`config.mk`:
```
export PLATFORM = sky130hd
export DESIGN_NAME = phy_cfg_writer
export DESIGN_NICKNAME = d
export VERILOG_FILES = /design/src/rtl/phy_cfg_pkg.sv /design/src/rtl/phy_ack_sync.sv /design/src/rtl/cfg_wait_timer.sv /design/src/rtl/phy_cfg_script.sv /design/src/rtl/phy_cfg_writer.sv
export SDC_FILE = /design/constraint.sdc
export NUM_CORES = 1
export LEC_CHECK = 0
export BUFFER_PORTS_ARGS = -buffer_cell sky130_fd_sc_hd__buf_2
export CAP_MARGIN = 20
export CORE_MARGIN = 3
export CORE_UTILIZATION = 51
export DETAILED_ROUTE_END_ITERATION = 10
export PLACE_DENSITY = 0.79
export SYNTH_ARGS = -nofsm -noshare
export SYNTH_HDL_FRONTEND = slang
export SYNTH_SLANG_ARGS = --single-unit
```
`constraint.sdc`:
```
create_clock -name clk -period 2.3 [get_ports clk]
set_input_delay 0.345 -clock clk [delete_from_list [all_inputs] [get_ports clk]]
set_output_delay 0.345 -clock clk [all_outputs]
set_load 0.03 [all_outputs]
```
`src/rtl/phy_cfg_pkg.sv`:
```
package phy_cfg_pkg;

    typedef enum logic [2:0] {
        ST_IDLE,
        ST_SETTLE,
        ST_SETUP,
        ST_RAISE,
        ST_LOWER,
        ST_DONE
    } seq_state_e;

endpackage

```
`src/rtl/phy_ack_sync.sv`:
```
module phy_ack_sync #(
    parameter int WIDTH = 2
) (
    input  logic             clk,
    input  logic             rst_n,
    input  logic [WIDTH-1:0] async_i,
    output logic [WIDTH-1:0] sync_o
);

    logic [WIDTH-1:0] meta_q;
    logic [WIDTH-1:0] sync_q;

    // Two flops per line; each bit is synchronised on its own.
    always_ff @(posedge clk or negedge rst_n) begin
        if (!rst_n) begin
            meta_q <= '0;
            sync_q <= '0;
        end else begin
            meta_q <= async_i;
            sync_q <= meta_q;
        end
    end

    assign sync_o = sync_q;

endmodule

```
`src/rtl/cfg_wait_timer.sv`:
```
module cfg_wait_timer #(
    parameter int CNT_W = 8
) (
    input  logic             clk,
    input  logic             rst_n,
    input  logic             clear_i,
    input  logic [CNT_W-1:0] limit_i,
    output logic             hit_o
);

    logic [CNT_W-1:0] cnt_d, cnt_q;

    assign hit_o = (cnt_q == limit_i);

    always_comb begin
        if (clear_i) begin
            cnt_d = '0;
        end else if (hit_o) begin
            cnt_d = cnt_q;
        end else begin
            cnt_d = cnt_q + CNT_W'(1);
        end
    end

    always_ff @(posedge clk or negedge rst_n) begin
        if (!rst_n) begin
            cnt_q <= '0;
        end else begin
            cnt_q <= cnt_d;
        end
    end

    // The count never runs past the limit of the current wait (bounds R8/R9 windows).
    assert_cnt_in_range_R8: assert property (@(posedge clk) disable iff (!rst_n)
        cnt_q <= limit_i);

endmodule

```
`src/rtl/phy_cfg_script.sv`:
```
module phy_cfg_script #(
    parameter int          NUM_PHY     = 2,
    parameter int          NUM_LANE    = 4,
    parameter int          ADDR_W      = 16,
    parameter int          DATA_W      = 16,
    parameter int unsigned LANE_BASE   = 32'h1008,
    parameter int unsigned LANE_STRIDE = 32'h0100,
    parameter int unsigned WR_VALUE    = 32'h0E21,
    localparam int TOTAL  = NUM_PHY * NUM_LANE,
    localparam int STEP_W = (TOTAL > 1) ? $clog2(TOTAL) : 1,
    localparam int PHY_W  = (NUM_PHY > 1) ? $clog2(NUM_PHY) : 1,
    localparam int LANE_W = (NUM_LANE > 1) ? $clog2(NUM_LANE) : 1
) (
    input  logic [STEP_W-1:0] step_i,
    output logic [PHY_W-1:0]  phy_o,
    output logic [ADDR_W-1:0] addr_o,
    output logic [DATA_W-1:0] data_o,
    output logic              last_o
);

    logic [LANE_W-1:0] lane;

    // Step order: lanes run fastest, so one PHY is finished before the next.
    assign phy_o  = PHY_W'(step_i / STEP_W'(NUM_LANE));
    assign lane   = LANE_W'(step_i % STEP_W'(NUM_LANE));
    assign addr_o = ADDR_W'(LANE_BASE) + ADDR_W'(lane) * ADDR_W'(LANE_STRIDE);
    assign data_o = DATA_W'(WR_VALUE);
    assign last_o = (step_i == STEP_W'(TOTAL - 1));

endmodule

```
`src/rtl/phy_cfg_writer.sv`:
```
module phy_cfg_writer
    import phy_cfg_pkg::*;
#(
    parameter int          NUM_PHY         = 2,
    parameter int          NUM_LANE        = 4,
    parameter int          ADDR_W          = 16,
    parameter int          DATA_W          = 16,
    parameter int unsigned LANE_BASE       = 32'h1008,
    parameter int unsigned LANE_STRIDE     = 32'h0100,
    parameter int unsigned WR_VALUE        = 32'h0E21,
    parameter int          SETTLE_CYC      = 10,
    parameter int          ACK_TIMEOUT_CYC = 48
) (
    input  logic               clk,
    input  logic               rst_n,
    input  logic               start_i,
    input  logic [NUM_PHY-1:0] ack_i,
    output logic [NUM_PHY-1:0] sel_o,
    output logic [NUM_PHY-1:0] wr_en_o,
    output logic [ADDR_W-1:0]  addr_o,
    output logic [DATA_W-1:0]  wdata_o,
    output logic               busy_o,
    output logic               done_o,
    output logic               timeout_o
);

    localparam int TOTAL   = NUM_PHY * NUM_LANE;
    localparam int STEP_W  = (TOTAL > 1) ? $clog2(TOTAL) : 1;
    localparam int PHY_W   = (NUM_PHY > 1) ? $clog2(NUM_PHY) : 1;
    localparam int MAX_WT  = (SETTLE_CYC > ACK_TIMEOUT_CYC) ? SETTLE_CYC : ACK_TIMEOUT_CYC;
    localparam int CNT_W   = $clog2(MAX_WT + 1);
    localparam logic [CNT_W-1:0] LIM_SETTLE = CNT_W'(SETTLE_CYC - 1);
    localparam logic [CNT_W-1:0] LIM_ACK    = CNT_W'(ACK_TIMEOUT_CYC - 1);

    typedef struct packed {
        seq_state_e         state;
        logic [STEP_W-1:0]  step;
        logic [NUM_PHY-1:0] sel;
        logic               tmo;
        logic               done;
    } seq_regs_t;

    seq_regs_t r_d, r_q;

    logic [NUM_PHY-1:0] ack_s;
    logic               ack_sel;
    logic [PHY_W-1:0]   phy_idx;
    logic               last_step;
    logic               tmr_clear;
    logic               tmr_hit;
    logic [CNT_W-1:0]   tmr_limit;

    phy_ack_sync #(.WIDTH(NUM_PHY)) u_sync (
        .clk     (clk),
        .rst_n   (rst_n),
        .async_i (ack_i),
        .sync_o  (ack_s)
    );

    phy_cfg_script #(
        .NUM_PHY     (NUM_PHY),
        .NUM_LANE    (NUM_LANE),
        .ADDR_W      (ADDR_W),
        .DATA_W      (DATA_W),
        .LANE_BASE   (LANE_BASE),
        .LANE_STRIDE (LANE_STRIDE),
        .WR_VALUE    (WR_VALUE)
    ) u_script (
        .step_i (r_q.step),
        .phy_o  (phy_idx),
        .addr_o (addr_o),
        .data_o (wdata_o),
        .last_o (last_step)
    );

    cfg_wait_timer #(.CNT_W(CNT_W)) u_timer (
        .clk     (clk),
        .rst_n   (rst_n),
        .clear_i (tmr_clear),
        .limit_i (tmr_limit),
        .hit_o   (tmr_hit)
    );

    assign ack_sel = ack_s[phy_idx];

    always_comb begin
        unique case (r_q.state)
            ST_SETTLE:          tmr_limit = LIM_SETTLE;
            ST_RAISE, ST_LOWER: tmr_limit = LIM_ACK;
            default:            tmr_limit = '0;
        endcase
    end

    always_comb begin
        r_d = r_q;
        unique case (r_q.state)
            ST_IDLE, ST_DONE: begin
                if (start_i) begin
                    r_d.state = ST_SETTLE;
                    r_d.sel   = '1;
                    r_d.step  = '0;
                    r_d.tmo   = 1'b0;
                    r_d.done  = 1'b0;
                end
            end
            ST_SETTLE: begin
                if (tmr_hit) r_d.state = ST_SETUP;
            end
            ST_SETUP: begin
                r_d.state = ST_RAISE;
            end
            ST_RAISE: begin
                if (ack_sel) begin
                    r_d.state = ST_LOWER;
                end else if (tmr_hit) begin
                    r_d.state = ST_LOWER;
                    r_d.tmo   = 1'b1;
                end
            end
            ST_LOWER: begin
                if (!ack_sel || tmr_hit) begin
                    if (ack_sel) r_d.tmo = 1'b1;
                    if (last_step) begin
                        r_d.state = ST_DONE;
                        r_d.done  = 1'b1;
                    end else begin
                        r_d.state = ST_SETUP;
                        r_d.step  = r_q.step + STEP_W'(1);
                    end
                end
            end
            default: r_d.state = ST_IDLE;
        endcase
        tmr_clear = (r_d.state != r_q.state);
    end

    always_ff @(posedge clk or negedge rst_n) begin
        if (!rst_n) begin
            r_q <= '{state: ST_IDLE, step: '0, sel: '0, tmo: 1'b0, done: 1'b0};
        end else begin
            r_q <= r_d;
        end
    end

    for (genvar g = 0; g < NUM_PHY; g++) begin : g_wren
        assign wr_en_o[g] = (r_q.state == ST_RAISE) && (phy_idx == PHY_W'(g));
    end

    assign sel_o     = r_q.sel;
    assign busy_o    = (r_q.state != ST_IDLE) && (r_q.state != ST_DONE);
    assign done_o    = r_q.done;
    assign timeout_o = r_q.tmo;

    assert_single_wren_R5: assert property (@(posedge clk) disable iff (!rst_n)
        $onehot0(wr_en_o));

    assert_sel_before_wr_R2: assert property (@(posedge clk) disable iff (!rst_n)
        (|wr_en_o) |-> (&sel_o));

    assert_addr_setup_R4: assert property (@(posedge clk) disable iff (!rst_n)
        $rose(|wr_en_o) |-> ($stable(addr_o) && $stable(wdata_o)));

    assert_addr_hold_R4: assert property (@(posedge clk) disable iff (!rst_n)
        ((|wr_en_o) && $past(|wr_en_o)) |-> ($stable(addr_o) && $stable(wdata_o)));

    assert_drop_cause_R6: assert property (@(posedge clk) disable iff (!rst_n)
        $fell(|wr_en_o) |-> ($past(ack_sel) || timeout_o));

    assert_done_quiet_R10: assert property (@(posedge clk) disable iff (!rst_n)
        done_o |-> (!busy_o && !(|wr_en_o)));

endmodule

```
After elaboration in Yosys (flattened, before gate mapping)
Index checks and enable logic that the tools add are counted.
Operators by class
  reductions and logical operators: 15
  magnitude comparators: 1
  bitwise gates (word level): 1
  equal/unequal tests: 17
  add/subtract/negate cells: 3
  multiplexer cells: 21
Operator list (count)
  two-way mux 6 bit: 3
  != test 2 bit (second input constant): 8
  two-way mux 3 bit: 5
  case mux 3 bit (5 select lines): 1
  adder 13 x 10 -> 14 bit (first input constant): 1
  case mux 6 bit (2 select lines): 1
  two-way mux 10 bit: 1
  == test 3 bit (second input constant): 3
  AND reduction 4 bit: 2
  adder 6 x 1 -> 6 bit (second input constant): 1
  == test 3 x 2 -> 1 bit (second input constant): 2
  == test 6 bit: 1
  two-way mux 1 bit: 6
  case mux 3 bit (2 select lines): 1
  AND reduction 6 bit: 1
  nonzero test 3 bit: 2
  OR reduction 2 bit: 2
  adder 3 x 1 -> 3 bit (second input constant): 1
  == test 3 x 1 -> 1 bit (second input constant): 1
  logical AND 1 bit: 3
  zero test 3 bit: 1
  != test 3 bit: 1
  != test 3 bit (second input constant): 1
  case mux 1 bit (3 select lines): 1
  8 further kinds: 8
Word-level totals
  input port bits: 5
  output and inout bits: 39
  register bits after elaboration: 19

Longest topological paths before layout
Gate-level depths: netlist of the first run.
  depth after elaboration: 9
  depth in mapped cells: 8
  depth with buffers taken out: 7

Hierarchy
Synthesis of the first run repeated with hierarchy kept, for this count alone.
Second synthesis, totals
  cells, all modules: 166
  area, all modules: 1438.9 um2
By module, submodules not included
  phy_cfg_writer: times used 1, area each 624.3 um2, seq. area each 225.2 um2, cells an instance 74
  cfg_wait_timer: times used 1, area each 452.9 um2, seq. area each 150.1 um2, cells an instance 52
  phy_cfg_script: times used 1, area each 261.5 um2, seq. area each 0.0 um2, cells an instance 36
  phy_ack_sync: times used 1, area each 100.1 um2, seq. area each 100.1 um2, cells an instance 4

Least setup slack after synthesis of the first run
OpenSTA, ideal clock, no wires.
  path type: reg2reg
  start: register r_q[8] in the netlist's numbering
  end: register u_timer.cnt_q[4]
  path slack: 273 ps
  buffers on the path: 1
  data arrival time: 1895 ps
  stages on the path, launching flop included: 8
  path through: dfrtp_1 -> buf_6 -> or4_4 -> a2111oi_4 -> a2111oi_2 -> o31a_1 -> a32oi_2 -> nor3_1
Between the ends
  longest elaborated chain between the ends: 9
  elaborated cells between the ends (all ways): 20
RTL lines
  start, declared: line phy_cfg_writer.sv:43  | seq_regs_t r_d, r_q;
  start signal, assigned: line phy_cfg_writer.sv:139  | r_q <= '{state: ST_IDLE, step: '0, sel: '0, tmo: 1'b0, done: 1'b0};
  start signal, assigned: line phy_cfg_writer.sv:141  | r_q <= r_d;
  == test 3 x 2 -> 1 bit or == test 3 bit (tied branches): line phy_cfg_writer.sv:87, phy_cfg_writer.sv:96
  OR reduction 2 bit: line phy_cfg_writer.sv:87  | unique case (r_q.state)
  case mux 6 bit (2 select lines): line phy_cfg_writer.sv:87
  == test 6 bit: line cfg_wait_timer.sv:13  | assign hit_o = (cnt_q == limit_i);
  two-way mux 3 bit or logical OR 1 bit (tied branches): line phy_cfg_writer.sv:115, phy_cfg_writer.sv:121
  two-way mux 3 bit or two-way mux 6 bit (tied branches): line phy_cfg_writer.sv:113, phy_cfg_writer.sv:121
  case mux 3 bit (5 select lines): line phy_cfg_writer.sv:96  | unique case (r_q.state)
  != test 3 bit: line phy_cfg_writer.sv:134  | tmr_clear = (r_d.state != r_q.state);
  != test 2 bit (no source line) or two-way mux 6 bit (tied branches)
  end signal, assigned: line cfg_wait_timer.sv:29  | cnt_q <= cnt_d;
  end, declared: line cfg_wait_timer.sv:11  | logic [CNT_W-1:0] cnt_d, cnt_q;
Parallel ways exist; a longest one is shown, timed or not. The select of a mux whose other input is x is not followed.
A chain may end at the register's enable or synchronous reset.

Final worst setup path of the first run
  start: register u_timer.cnt_q[1]
  end: register u_timer.cnt_q[5]
Between the ends
  longest elaborated chain between the ends: 6
  elaborated cells between the ends (all ways): 12
RTL lines (line)
  == test 6 bit: cfg_wait_timer.sv:13
  two-way mux 3 bit or logical OR 1 bit (tied branches): phy_cfg_writer.sv:115, phy_cfg_writer.sv:121
  two-way mux 3 bit or two-way mux 6 bit (tied branches): phy_cfg_writer.sv:113, phy_cfg_writer.sv:121
  case mux 3 bit (5 select lines): phy_cfg_writer.sv:96
  != test 3 bit: phy_cfg_writer.sv:134
  != test 2 bit (no source line) or two-way mux 6 bit (tied branches)
Parallel ways exist; a longest one is shown, timed or not. The select of a mux whose other input is x is not followed.

==> impl_metrics.ini, run 1 <==
[timing]
max_slew.worst_pin.slew_ns = 0.534
setup_ws_ns = 0.0810
max_freq_ghz = 0.451
relSlewSlack = 0.639
finalHoldViolations = 0
drv_slew = 0
rsz0062_at_grt = false
fin_skew_ns = 0.00752
setup_violations = 0
tns_ns = 0
min_period_over_period = 0.965
min_period_ns = 2.22

[synthesis]
syn_inst = 168
yosysSeqAreaShare = 0.322
yosys-top-cells-count = buf_4 (34), dfrtp_1 (19), nand2_1 (18), a21oi_1 (11), nor2_1 (11)
synth_edf_count = 0
synth_area_um2 = 1480
synthFlopType = dfrtp_1
synth_area_leaders = dfrtp_1 (32%), buf_4 (17%), nand2_1 (4.6%)
synth.most_common_cell = buf_4
synth_largest_area_cell = dfrtp_1
yosysWarnings = 0
synth_cell_types = 50
synth_top_cell_area_share = 0.322
yosys_register_bits = 19
synth.avg_cell_area_um2 = 8.79
postSynth.asyncResetShare = 1.00

[placed_design]
post-place-ws_ns = 0.101
dp_hpwl_um = 2280
numPortBuffers = 13
placed_cell_area_um2 = 1450
gp_congestion = 0.931

[clock_network]
clock_latency_ns = 0.29
clk_root_buffer_cell = clkbuf_4
cts_tree = done
post_cts_buffers = 0
cts_max_path_buffers = 2
htreeDepth = 1
cts_sinks = 19
cts.clk_slew.worst_paths_ns = 0.10
cts_buffers = 3

[outcome]
outcome = finished clean

[routing]
drtIter0Drc = 77
finalWirelength_um = 3090
drc = 0
wl_per_cell_um = 14.6
ant_nets = 0
firstDrtPassIters = 4
viasPerCell = 5.82
num_vias = 1234

[power_and_ir_drop]
peakVddDrop_mv = 0.734
power_frac_clock = 0.095
switchingPower_mw = 0.838
leakagePower_nw = 0.718
netSwitchingFraction = 0.490
combPwrFrac = 0.570
p_int_mw = 0.874
power_density_nw_per_um2 = 1140
seq_power_share = 0.335

[floorplan]
die_area_um2 = 3580
initial_core_util = 0.565
placementRows = 18
io_pins = 44
coreArea_um2 = 2610
die_x_um = 59.8
die_h_um = 59.8

[grt]
grt_antenna_before_repair = 0
grt_pass1_wl_um = 4950
grt_usage = 0.182
grt-ovfl-total = 0
grt_pass1_vias = 1090
grt_max_degree = 20

[setup_path]
crit_type = register to register
path_common_cell = nor2_1
cp.required_ns = 2.47
slowest_delay_ns = 0.56
cp-end-kind = register
critPathMaxFanout = 9
start_kind = register
crit_chain = or4_4 -> nor2_1 -> o311ai_1 -> o31a_1 -> a32oi_4 -> nor2_1
arrival_ns = 2.39
path_buf_inv = 0
critical_path.top_delay_family = simple AND/OR/NAND/NOR gates
cpMaxStageDelayCell = or4_4

[finish]
fillers = 242
area_delta_synth_final_pct = 2.03
nets = 191
register_area_um2 = 478
drive_above_1_share = 0.203
multiInputGateArea_um2 = 803
final_area_um2 = 1510
num_antenna_cells = 0

[run]
cap_violations = 0

[hold_path]
min_path_type = primary input to register
cell type report:
type	instances	share of cell area
multi-input combinational	130	0.533
sequential	19	0.317
timing repair buffer	22	0.0897
tap	30	0.0249
clock buffer	4	0.0174
inverter	7	0.0174
layer usage:
metal  routed length, um  vias up  share of wire  global-route usage
li1                    -      553              -                   -
met1                1180      572           0.38               0.247
met2                1500       95           0.49               0.295
met3                 337       14           0.11              0.0302
met4                  70        0          0.023              0.0601
met5                   0        -              0                   0
kinds of logic (layout without fill, tap and decap cells):
logic type                 Yosys count  in the layout  synth area share
DFF                                 19             19             0.322
and+or+nand+nor                     53             53             0.193
adders and majority gates            3              3            0.0254
muxes                                5              5            0.0347
other                                2             30           0.00509
AOI/OAI and AO/OA                   36             36             0.184
xor gates and xnor gates             3              3            0.0178
buffers and inverters               47             33             0.218
power by group through the flow:
stage               combinational, mW  sequential, mW  clock, mW
floorplan                       0.798           0.520          0
global placement                0.900           0.554          0
detailed placement              0.926           0.565          0
CTS                             0.934           0.558      0.168
global route                     1.07           0.593      0.190
finish                          0.976           0.573      0.163
placed cells by master, fill, tap and decap left out, types with 4 or more instances in the layout:
cell type | netlist | routed
conb_1 | 2 | 30
o21ai_0 | 7 | 7
mux2i_1 | 4 | 4
dfrtp_1 | 19 | 17
buf_4 | 34 | 8
a21oi_1 | 11 | 11
buf_2 | 1 | 13
nor2_1 | 11 | 11
nand2_1 | 18 | 18
inv_1 | 7 | 7
path summary, 6_finish.rpt:
check | startpoint | to | slack, ns | cells after the start
max | u_timer.cnt_q[1] | u_timer.cnt_q[5] | 0.08 | 6
min | ack_i[0] | u_sync.meta_q[0] | 0.15 | 1
max reg2reg | u_timer.cnt_q[1] | u_timer.cnt_q[5] | 0.08 | 6
min reg2reg | u_sync.meta_q[1] | u_sync.sync_o[1] | 0.36 | 0
max in group asynchronous | rst_n | u_timer.cnt_q[1] | 1.48 | 2
min in group asynchronous | rst_n | r_q[6] | 0.51 | 2
registers in the layout, indices dropped and copies added, names as in the netlist:
register and count:
r_q 6, timeout_o 1, u_sync.sync_o 2, sel_o 1, u_sync.meta_q 2, u_timer.cnt_q 6
done_o 1
per-stage QoR:
step                       util  hold WS [ns]  power, mW  instances
after CTS                 0.568         0.144       1.66        212
after floorplan               -        0.0494       1.32        196
final                     0.577         0.148       1.71        212
after global routing      0.577         0.131       1.85        212
after detailed placement  0.555         0.312       1.49        207
after global placement    0.555         0.298       1.45        207
repair_timing:
item,CTS,global route
endpoints found under the setup margin,0,7
hold buffers,1,0
hold endpoints to repair,19,0
gates resized for setup,0,5
Power figures use the tool's default switching activity.
==> run 2, diff against run 1 <==
- CORE_UTILIZATION: 51 -> 40
- PLACE_DENSITY: 0.79 -> not set
==> impl_metrics.ini, run 2 (synthesis gave the netlist of run 1 again) <==
[timing]
min_period_ns = 2.21
setup_ws_ns = 0.0920
drv_slew = 0
setup_violations = 0
max_freq_ghz = 0.453
min_period_over_period = 0.960
timing.hold.ws_ns = 0.0228
fin_skew_ns = 0.00191
finalHoldViolations = 0
tns_ns = 0

[finish]
largestRegisters = r_q x6, u_timer.cnt_q x6
final_common_cell = conb_1
fillers = 349
drive_above_1_share = 0.208
final_area_um2 = 1570
most-common-layout-cells = conb_1 (30), nand2_1 (18), dfrtp_1 (18)
instances_no_fill = 229
final_core_util = 0.455
num_antenna_cells = 0
area_delta_synth_final_pct = 6.19
nets = 192

[setup_path]
r2r_slack_ns = 0.09
cpMaxStageDelayCell = or4_4
path_common_cell = nor2_1
crit_chain = or4_4 -> nor2_1 -> o311ai_2 -> o31a_1 -> a32oi_4 -> nor2_1
start_kind = register
r2r_end = u_timer.cnt_q[0]
ff2ff_path_depth = 6
cp.required_ns = 2.43
r2r-start = u_timer.cnt_q[2]
crit_type = register to register
cp-end-kind = register
arrival_ns = 2.34
critPathMaxFanout = 9
slowest_delay_ns = 0.57

[floorplan]
placementRows = 21
io_pins = 44
coreArea_um2 = 3440
die_area_um2 = 4460
die_h_um = 66.8
initial_core_util = 0.429
die_x_um = 66.8

[power_and_ir_drop]
power_density_nw_per_um2 = 1140
leakagePower_nw = 0.737
power_mw = 1.79
peakVddDrop_mv = 0.416

[placed_design]
gp_congestion = 0.920
place_inst = 225
dp_hpwl_um = 2250
post-place-ws_ns = 0.112
numPortBuffers = 13
placed_cell_area_um2 = 1480

[clock_network]
htreeDepth = 1
cts_resized = 0
clock_latency_ns = 0.25
clk_root_buffer_cell = clkbuf_8
cts.clk_slew.worst_paths_ns = 0.07
cts_sinks = 19
post_cts_buffers = 0
postCtsHoldBufs = 0
cts_tree = done
cts_max_path_buffers = 2
cts_buffers = 3

[grt]
grt_usage = 0.140
grt_max_degree = 20
grt-ovfl-total = 0
grt_pass1_wl_um = 4760
grt_pass1_vias = 1039
grt_antenna_before_repair = 0

[routing]
viasPerCell = 5.21
num_vias = 1194
ant_nets = 0
finalWirelength_um = 2970
drtIter0Drc = 82
firstDrtPassIters = 4
wl_per_cell_um = 13.0
drc = 0

[outcome]
outcome = finished clean

[hold_path]
min_path_type = primary input to asynchronous set/reset pin

[run]
cap_violations = 0
-- run 2: worst max-delay path by stage --
stage | from | end | slack, ns
4_1_cts | u_timer.cnt_q[1] | u_timer.cnt_q[0] | 0.11
3_5_place_dp | u_timer.cnt_q[1] | u_timer.cnt_q[0] | 0.11
2_1_floorplan | r_q[8] | u_timer.cnt_q[4] | 0.27
6_report | u_timer.cnt_q[2] | u_timer.cnt_q[0] | 0.09
3_3_place_gp | r_q[4] | u_timer.cnt_q[4] | 0.17
5_1_grt | u_timer.cnt_q[2] | u_timer.cnt_q[0] | -0.02
-- run 2: area by class of cell --
class	instances	area, um2	share of cell area
clock buffers	4	45.0	0.0287
inverters	7	26.3	0.0168
multi-input cells	130	822	0.524
flip-flops and latches	19	477	0.304
well taps	46	57.6	0.0367
repair buffers	23	140	0.0894
-- run 2: worst max-delay path, delay by kind of cell (launching register included) --
family / cells / cell delay [ns]
and+or+nand+nor: 3 / 0.87
AOI/OAI and AO/OA: 3 / 0.75
DFF: 1 / 0.47
-- run 2: per-layer routing --
metal / GRT usage / wire length [um] / vias to the layer above
li1: - / - / 555
met1: 0.191 / 1320 / 575
met2: 0.223 / 1360 / 55
met3: 0.0202 / 215 / 9
met4: 0.0533 / 65 / 0
met5: 0 / 0 / -
-- run 2: power by group --
group          switching (mW)  internal, mW
combinational           0.607         0.400
sequential              0.129         0.425
clock                   0.103         0.123
total                   0.839         0.949
